### config.mk
export PLATFORM = sky130hd
export DESIGN_NAME = dbg_cmd_decoder
export DESIGN_NICKNAME = d
export VERILOG_FILES = /design/src/rtl/dbg_cmd_pkg.sv /design/src/rtl/dbg_cmd_ir.sv /design/src/rtl/dbg_sel_decode.sv /design/src/rtl/dbg_dr_path.sv /design/src/rtl/dbg_action_gen.sv /design/src/rtl/dbg_cmd_decoder.sv
export SDC_FILE = /design/constraint.sdc
export NUM_CORES = 1
export LEC_CHECK = 0
export BUFFER_PORTS_ARGS = -buffer_cell sky130_fd_sc_hd__buf_4
export CORE_AREA = 5 5 71 73
export DETAILED_ROUTE_END_ITERATION = 10
export DIE_AREA = 0 0 76 78
export PLACE_DENSITY = 0.74
export SLEW_MARGIN = 15
export SYNTH_ARGS = -nofsm -noshare
export SYNTH_HDL_FRONTEND = slang
export SYNTH_SLANG_ARGS = --single-unit
### constraint.sdc
create_clock -name clk -period 1.9 [get_ports clk]
set_input_delay 0.38 -clock clk [delete_from_list [all_inputs] [get_ports clk]]
set_output_delay 0.38 -clock clk [all_outputs]
set_load 0.1 [all_outputs]
### src/rtl/dbg_cmd_pkg.sv
package dbg_cmd_pkg;

  localparam int CMD_W   = 10;
  localparam int RS_W    = 7;
  localparam int NUM_RES = 9;

  localparam int BIT_RW  = 0;
  localparam int BIT_GO  = 1;
  localparam int BIT_EX  = 2;
  localparam int RS_LSB  = 3;

  localparam logic [CMD_W-1:0] CMD_RST = 10'b11_0110_0000;
  localparam logic [RS_W-1:0]  RS_IDREG = 7'h02;
  localparam logic [RS_W-1:0]  RS_BYP   = 7'h11;

  typedef struct packed {
    logic go;
    logic ex;
    logic wr;
    logic rd;
  } act_t;

  // Select code of external resource index idx (index 0 = CPU scan)
  function automatic logic [RS_W-1:0] res_code(input int idx);
    if (idx == 0)      return 7'h10;
    else if (idx == 1) return 7'h12;
    else               return 7'h20 + RS_W'(idx - 2);
  endfunction

  // Command bit RS_LSB carries the MSB of the select code
  function automatic logic [RS_W-1:0] rs_of(input logic [CMD_W-1:0] c);
    logic [RS_W-1:0] r;
    for (int j = 0; j < RS_W; j++) r[RS_W-1-j] = c[RS_LSB+j];
    return r;
  endfunction

endpackage

### src/rtl/dbg_cmd_ir.sv
module dbg_cmd_ir
  import dbg_cmd_pkg::*;
#(
  parameter int W = CMD_W,
  parameter logic [W-1:0] RST_VAL = CMD_RST
) (
  input  logic         clk,
  input  logic         rst,
  input  logic         tdi,
  input  logic         shift_ir,
  input  logic         update_ir,
  output logic         ir_tdo,
  output logic [W-1:0] cmd_q
);

  logic [W-1:0] sr_q;

  always_ff @(posedge clk) begin
    if (rst) begin
      sr_q  <= RST_VAL;
      cmd_q <= RST_VAL;
    end else begin
      if (shift_ir)  sr_q  <= {tdi, sr_q[W-1:1]};
      if (update_ir) cmd_q <= sr_q;
    end
  end

  assign ir_tdo = sr_q[0];

  // the active command only changes through update_ir
  assert_cmd_hold_R3: assert property (@(posedge clk) disable iff (rst)
    !$past(update_ir) |-> $stable(cmd_q));

endmodule

### src/rtl/dbg_sel_decode.sv
module dbg_sel_decode
  import dbg_cmd_pkg::*;
#(
  parameter int W  = CMD_W,
  parameter int NR = NUM_RES
) (
  input  logic          clk,
  input  logic          rst,
  input  logic [W-1:0]  cmd,
  output logic [NR-1:0] res_sel_q,
  output logic          id_sel_q
);

  logic [RS_W-1:0] rs;
  logic [NR-1:0]   hit;

  assign rs = rs_of(cmd);

  for (genvar i = 0; i < NR; i++) begin : g_hit
    assign hit[i] = (rs == res_code(i));
  end

  always_ff @(posedge clk) begin
    if (rst) begin
      res_sel_q <= '0;
      id_sel_q  <= 1'b0;
    end else begin
      res_sel_q <= hit;
      id_sel_q  <= (rs == RS_IDREG);
    end
  end

  // at most one path is chosen at a time
  assert_sel_onehot_R4: assert property (@(posedge clk) disable iff (rst)
    $onehot0({res_sel_q, id_sel_q}));

endmodule

### src/rtl/dbg_dr_path.sv
module dbg_dr_path #(
  parameter int ID_W = 32,
  parameter logic [ID_W-1:0] ID_CODE = 32'h2C5A_3F1D
) (
  input  logic clk,
  input  logic rst,
  input  logic tdi,
  input  logic capture_dr,
  input  logic shift_dr,
  input  logic shift_ir,
  input  logic ir_tdo,
  input  logic id_sel,
  input  logic data_sel,
  input  logic ext_tdo,
  output logic tdo
);

  logic [ID_W-1:0] id_sr_q;
  logic            byp_q;

  always_ff @(posedge clk) begin
    if (rst) begin
      id_sr_q <= ID_CODE;
      byp_q   <= 1'b0;
    end else if (capture_dr) begin
      id_sr_q <= ID_CODE;
      byp_q   <= 1'b0;
    end else if (shift_dr) begin
      if (id_sel) id_sr_q <= {tdi, id_sr_q[ID_W-1:1]};
      byp_q <= tdi;
    end
  end

  always_comb begin
    if (shift_ir)      tdo = ir_tdo;
    else if (id_sel)   tdo = id_sr_q[0];
    else if (data_sel) tdo = ext_tdo;
    else               tdo = byp_q;
  end

  // a capture always presents the first identification bit
  assert_id_capture_R8: assert property (@(posedge clk) disable iff (rst)
    ($past(capture_dr) && !shift_ir && id_sel) |-> (tdo == ID_CODE[0]));

  // bypass captures zero
  assert_byp_capture_R7: assert property (@(posedge clk) disable iff (rst)
    ($past(capture_dr) && !shift_ir && !id_sel && !data_sel) |-> (tdo == 1'b0));

endmodule

### src/rtl/dbg_action_gen.sv
module dbg_action_gen
  import dbg_cmd_pkg::*;
(
  input  logic clk,
  input  logic rst,
  input  logic update_dr,
  input  logic cmd_rw,
  input  logic cmd_go,
  input  logic cmd_ex,
  input  logic data_sel,
  output act_t act_q
);

  always_ff @(posedge clk) begin
    if (rst) begin
      act_q <= '0;
    end else if (update_dr) begin
      act_q.go <= cmd_go;
      act_q.ex <= cmd_ex;
      act_q.wr <= data_sel & ~cmd_rw;
      act_q.rd <= data_sel & cmd_rw;
    end else begin
      act_q <= '0;
    end
  end

  // go and exit only follow an Update-DR
  assert_go_upd_R6: assert property (@(posedge clk) disable iff (rst)
    (act_q.go || act_q.ex) |-> $past(update_dr));

  // go lasts a single clock
  assert_go_single_R6: assert property (@(posedge clk) disable iff (rst)
    act_q.go |=> !act_q.go);

  // data strobes require a selected external resource
  assert_strobe_sel_R5: assert property (@(posedge clk) disable iff (rst)
    (act_q.wr || act_q.rd) |-> ($past(data_sel) && $past(update_dr)));

endmodule

### src/rtl/dbg_cmd_decoder.sv
module dbg_cmd_decoder
  import dbg_cmd_pkg::*;
#(
  parameter int ID_W = 32,
  parameter logic [ID_W-1:0] ID_CODE = 32'h2C5A_3F1D
) (
  input  logic               clk,
  input  logic               rst,
  input  logic               tdi,
  input  logic               shift_ir,
  input  logic               update_ir,
  input  logic               capture_dr,
  input  logic               shift_dr,
  input  logic               update_dr,
  input  logic               ext_tdo,
  output logic               tdo,
  output logic [NUM_RES-1:0] res_sel,
  output logic               dr_write,
  output logic               dr_read,
  output logic               go_pulse,
  output logic               exit_pulse
);

  logic [CMD_W-1:0] cmd_q;
  logic             ir_tdo;
  logic             id_sel;
  logic             data_sel;
  act_t             act;

  dbg_cmd_ir #(.W(CMD_W), .RST_VAL(CMD_RST)) u_ir (
    .clk       (clk),
    .rst       (rst),
    .tdi       (tdi),
    .shift_ir  (shift_ir),
    .update_ir (update_ir),
    .ir_tdo    (ir_tdo),
    .cmd_q     (cmd_q)
  );

  dbg_sel_decode #(.W(CMD_W), .NR(NUM_RES)) u_dec (
    .clk       (clk),
    .rst       (rst),
    .cmd       (cmd_q),
    .res_sel_q (res_sel),
    .id_sel_q  (id_sel)
  );

  assign data_sel = |res_sel;

  dbg_dr_path #(.ID_W(ID_W), .ID_CODE(ID_CODE)) u_path (
    .clk        (clk),
    .rst        (rst),
    .tdi        (tdi),
    .capture_dr (capture_dr),
    .shift_dr   (shift_dr),
    .shift_ir   (shift_ir),
    .ir_tdo     (ir_tdo),
    .id_sel     (id_sel),
    .data_sel   (data_sel),
    .ext_tdo    (ext_tdo),
    .tdo        (tdo)
  );

  dbg_action_gen u_act (
    .clk       (clk),
    .rst       (rst),
    .update_dr (update_dr),
    .cmd_rw    (cmd_q[BIT_RW]),
    .cmd_go    (cmd_q[BIT_GO]),
    .cmd_ex    (cmd_q[BIT_EX]),
    .data_sel  (data_sel),
    .act_q     (act)
  );

  assign go_pulse   = act.go;
  assign exit_pulse = act.ex;
  assign dr_write   = act.wr;
  assign dr_read    = act.rd;

endmodule

==> impl_metrics.tcl <==
set metrics [dict create \
    crit_type "flip-flop to output port" \
    clk-insertion-delay-late_ns 0.33 \
    dieArea_um2 5930 \
    violations "setup timing" \
    wire_per_inst_um 12.0 \
    vias 1738 \
    antenna_cells 0 \
    dp_hpwl_mm 2.58 \
    dr.pass1.iters 4 \
    p_comb_frac 0.034 \
    fp.dieH_um 78 \
    leakage_nw 1.23 \
    holdCritPathClass "primary input to flip-flop" \
    placedCellCount 325 \
    final_layout_size_suffix_gt1_frac 0.213 \
    routabilityCongestion 0.750 \
    seq_area_frac_synth 0.574 \
    seqPwrFrac 0.497 \
    powerDensity_nw_per_um2 1000 \
    maxCapViolCount 0 \
    synth_cells 262 \
    yosysWarnings 0 \
    routed-wl-met3_um 236 \
    initial_utilization 0.545 \
    outcome "finished, violations left" \
    grt_antenna_before_repair 0 \
    synth_area_per_cell_um2 8.93 \
    yosys.cell_types.count 28 \
    startpoint "u_dec.res_sel_q[6]$_SDFF_PP0_" \
    r2r_start "u_ir.cmd_q[6]$_SDFFE_PP1P_" \
    whs_ns 0.313 \
    grt_overflow 0 \
    crit_chain "nor4_4, nand4_1, a31oi_4, buf_12" \
    tritoncts "built" \
    drt_iter0_drc 79 \
    synth_nets 271 \
    ios 23 \
    fin_cells 343 \
    dpl_worst_slack_ns 0.191 \
    rsz0062_at_grt "true" \
    portBuffers 22 \
    endpoint_kind "output port" \
    start_kind "flip-flop" \
    ctsHoldBuffers 0 \
    grt_max_degree 33 \
    cp_num_buf_inv 1 \
    syn_to_final_growth_pct 22.4 \
    nets 295 \
    cts.path.max_buffers 2 \
    grt_usage 0.152 \
    fin_crit_ns 2.00 \
    fin_util 0.666 \
    clk_pin_slew_ns 0.06 \
    routed_wl_mm 4.11 \
    grt_pass1_wl_mm 7.30 \
    power.total_w 0.00287 \
    crit_family "simple AND/OR/NAND/NOR gates" \
    highest_layer "met4" \
    route.detailed.drc 0 \
    crit_arrival_ns 1.62 \
    wl_met2_mm 1.83 \
    slew_headroom 0.732 \
    ys_ff_latch 67 \
    wl_met1_mm 1.94 \
    crit_path_top_delay_cell "dfxtp_4" \
    fmax_mhz 501 \
    cts_buffers 9 \
    swShare 0.198 \
    setup_viol 1 \
    post_drt_via_cell_ratio 5.07 \
    rows 24 \
    p_sw_w 0.000569 \
    final_max_slew_viol_count 0 \
    core_um2 4290 \
    critical_path_peak_fanout 3 \
    hold_start "tdi" \
    ctsHtreeMaxLevel 3 \
    fp.dieW_um 76 \
    tightest_slew_ns 0.396 \
    setup_ws_ns -0.0978 \
    slowest_delay_ns 0.35 \
    synth_area_um2 2340 \
    first_global_vias 1598 \
    p_int_w 0.00230 \
    crit_required_ns 1.52 \
    vdd.ir_drop.worst_mv 0.500 \
    finalHoldViolations 0 \
    clkPwrFrac 0.469 \
    ant_nets 0 \
    period_share 1.05 \
    cts_sinks 67 \
    clock_skew_ns 0.00561 \
    cts-root-buf "clkbuf_8" \
]
==> flip-flops by register name (all words and copies together), names as in the netlist <==
name             count
u_path.id_sr_q      32
u_dec.res_sel_q      9
u_ir.sr_q           10
u_ir.cmd_q          10
u_path.byp_q         1
u_act.act_q          4
u_dec.id_sel_q       1
==> placed cells by master, fill, tap and decap left out, drive strengths merged <==
cell | netlist | final
and3b | 1 | 1
a21oi | 16 | 16
nor4b | 1 | 1
and2 | 3 | 3
a22o | 1 | 1
a31o | 1 | 1
buf | 3 | 27
mux2i | 19 | 19
o211ai | 2 | 2
nand2 | 76 | 76
nor3 | 4 | 4
nor2 | 24 | 24
or3b | 1 | 1
or4 | 1 | 1
nor2b | 1 | 1
clkinv | 0 | 2
nor4 | 1 | 1
or3 | 1 | 1
nand4 | 1 | 1
or2 | 1 | 1
and3 | 1 | 1
nand3b | 1 | 1
nand3 | 18 | 18
clkbuf | 11 | 12
a31oi | 1 | 1
inv | 5 | 5
bufinv | 0 | 2
dfxtp | 67 | 67
==> cell usage after synthesis <==
cell / number / area share
a21oi_1: 16 / 0.034
a22o_1: 1 / 0.0037
a31o_2: 1 / 0.0037
a31oi_1: 1 / 0.0027
and2_1: 3 / 0.0080
and3_1: 1 / 0.0027
and3b_1: 1 / 0.0037
buf_2: 2 / 0.0043
buf_6: 1 / 0.0048
clkbuf_1: 11 / 0.018
dfxtp_1: 67 / 0.57
inv_1: 5 / 0.0080
mux2i_1: 19 / 0.081
nand2_1: 76 / 0.12
nand3_1: 18 / 0.039
nand3b_1: 1 / 0.0032
nand4_1: 1 / 0.0027
nor2_1: 24 / 0.039
nor2b_1: 1 / 0.0027
nor3_1: 1 / 0.0021
nor3_2: 3 / 0.013
nor4_1: 1 / 0.0027
nor4b_1: 1 / 0.0037
o211ai_1: 2 / 0.0064
or2_2: 1 / 0.0027
or3_4: 1 / 0.0048
or3b_2: 1 / 0.0037
or4_4: 1 / 0.0048
==> final timing paths <==
kind | cells past startpoint | slack, ns | endpoint
max | 4 | -0.1 | tdo
min | 3 | 0.31 | u_ir.sr_q[9]$_SDFFE_PP1P_
min reg2reg | 1 | 0.44 | u_dec.res_sel_q[0]$_SDFF_PP0_
max reg2reg | 3 | 0.50 | u_dec.res_sel_q[0]$_SDFF_PP0_
==> power by group through the flow <==
stage | Combinational [W] | Sequential [W] | Clock, W
floorplan | 0.0000697 | 0.00145 | 0
global placement | 0.0000959 | 0.00146 | 0
detailed placement | 0.0000962 | 0.00146 | 0
CTS | 0.0000988 | 0.00143 | 0.00138
global route | 0.000110 | 0.00143 | 0.00144
finish | 0.0000984 | 0.00143 | 0.00135
==> timing repair <==
action | CTS | global route
pin swaps | 2 | 3
buffers inserted | 1 | 1
resized for setup | 3 | 1
setup endpoints to repair | 1 | 1
==> cell families (layout without fill, tap and decap cells) <==
kind of cell	count (synthesis)	after routing	share of synthesized area
buf+inv	19	48	0.0348
flops	67	67	0.574
simple gates	136	136	0.260
compound gates	21	21	0.0508
mux	19	19	0.0813
==> worst register-to-register path, stage by stage, from the launching register on <==
cell and delay, ns:
dfxtp_1 0.34, or3_4 0.41, or4_4 0.45, nor3_2 0.12
==> through the flow <==
stage	cell area, um2	setup TNS [ns]
floorplan	2400	-0.0290
global placement	2590	0
detailed placement	2590	0
CTS	2850	-0.0792
global route	2860	-0.184
finish	2860	-0.0978
==> area by class of cell <==
class	count	area, um2
repair buffers	27	215
inverters	5	18.8
well taps	52	65.1
clock buffers	12	166
flip-flops and latches	67	1380
clock inverters	4	70.1
multi-input cells	176	951
fillers	334	1430
==> routing by layer <==
| layer | vias up | GRT usage |
|---|---|---|
| li1 | 903 | - |
| met1 | 780 | 0.199 |
| met2 | 47 | 0.217 |
| met3 | 8 | 0.0451 |
| met4 | 0 | 0.101 |
| met5 | - | 0 |
Power figures use the tool's default switching activity.
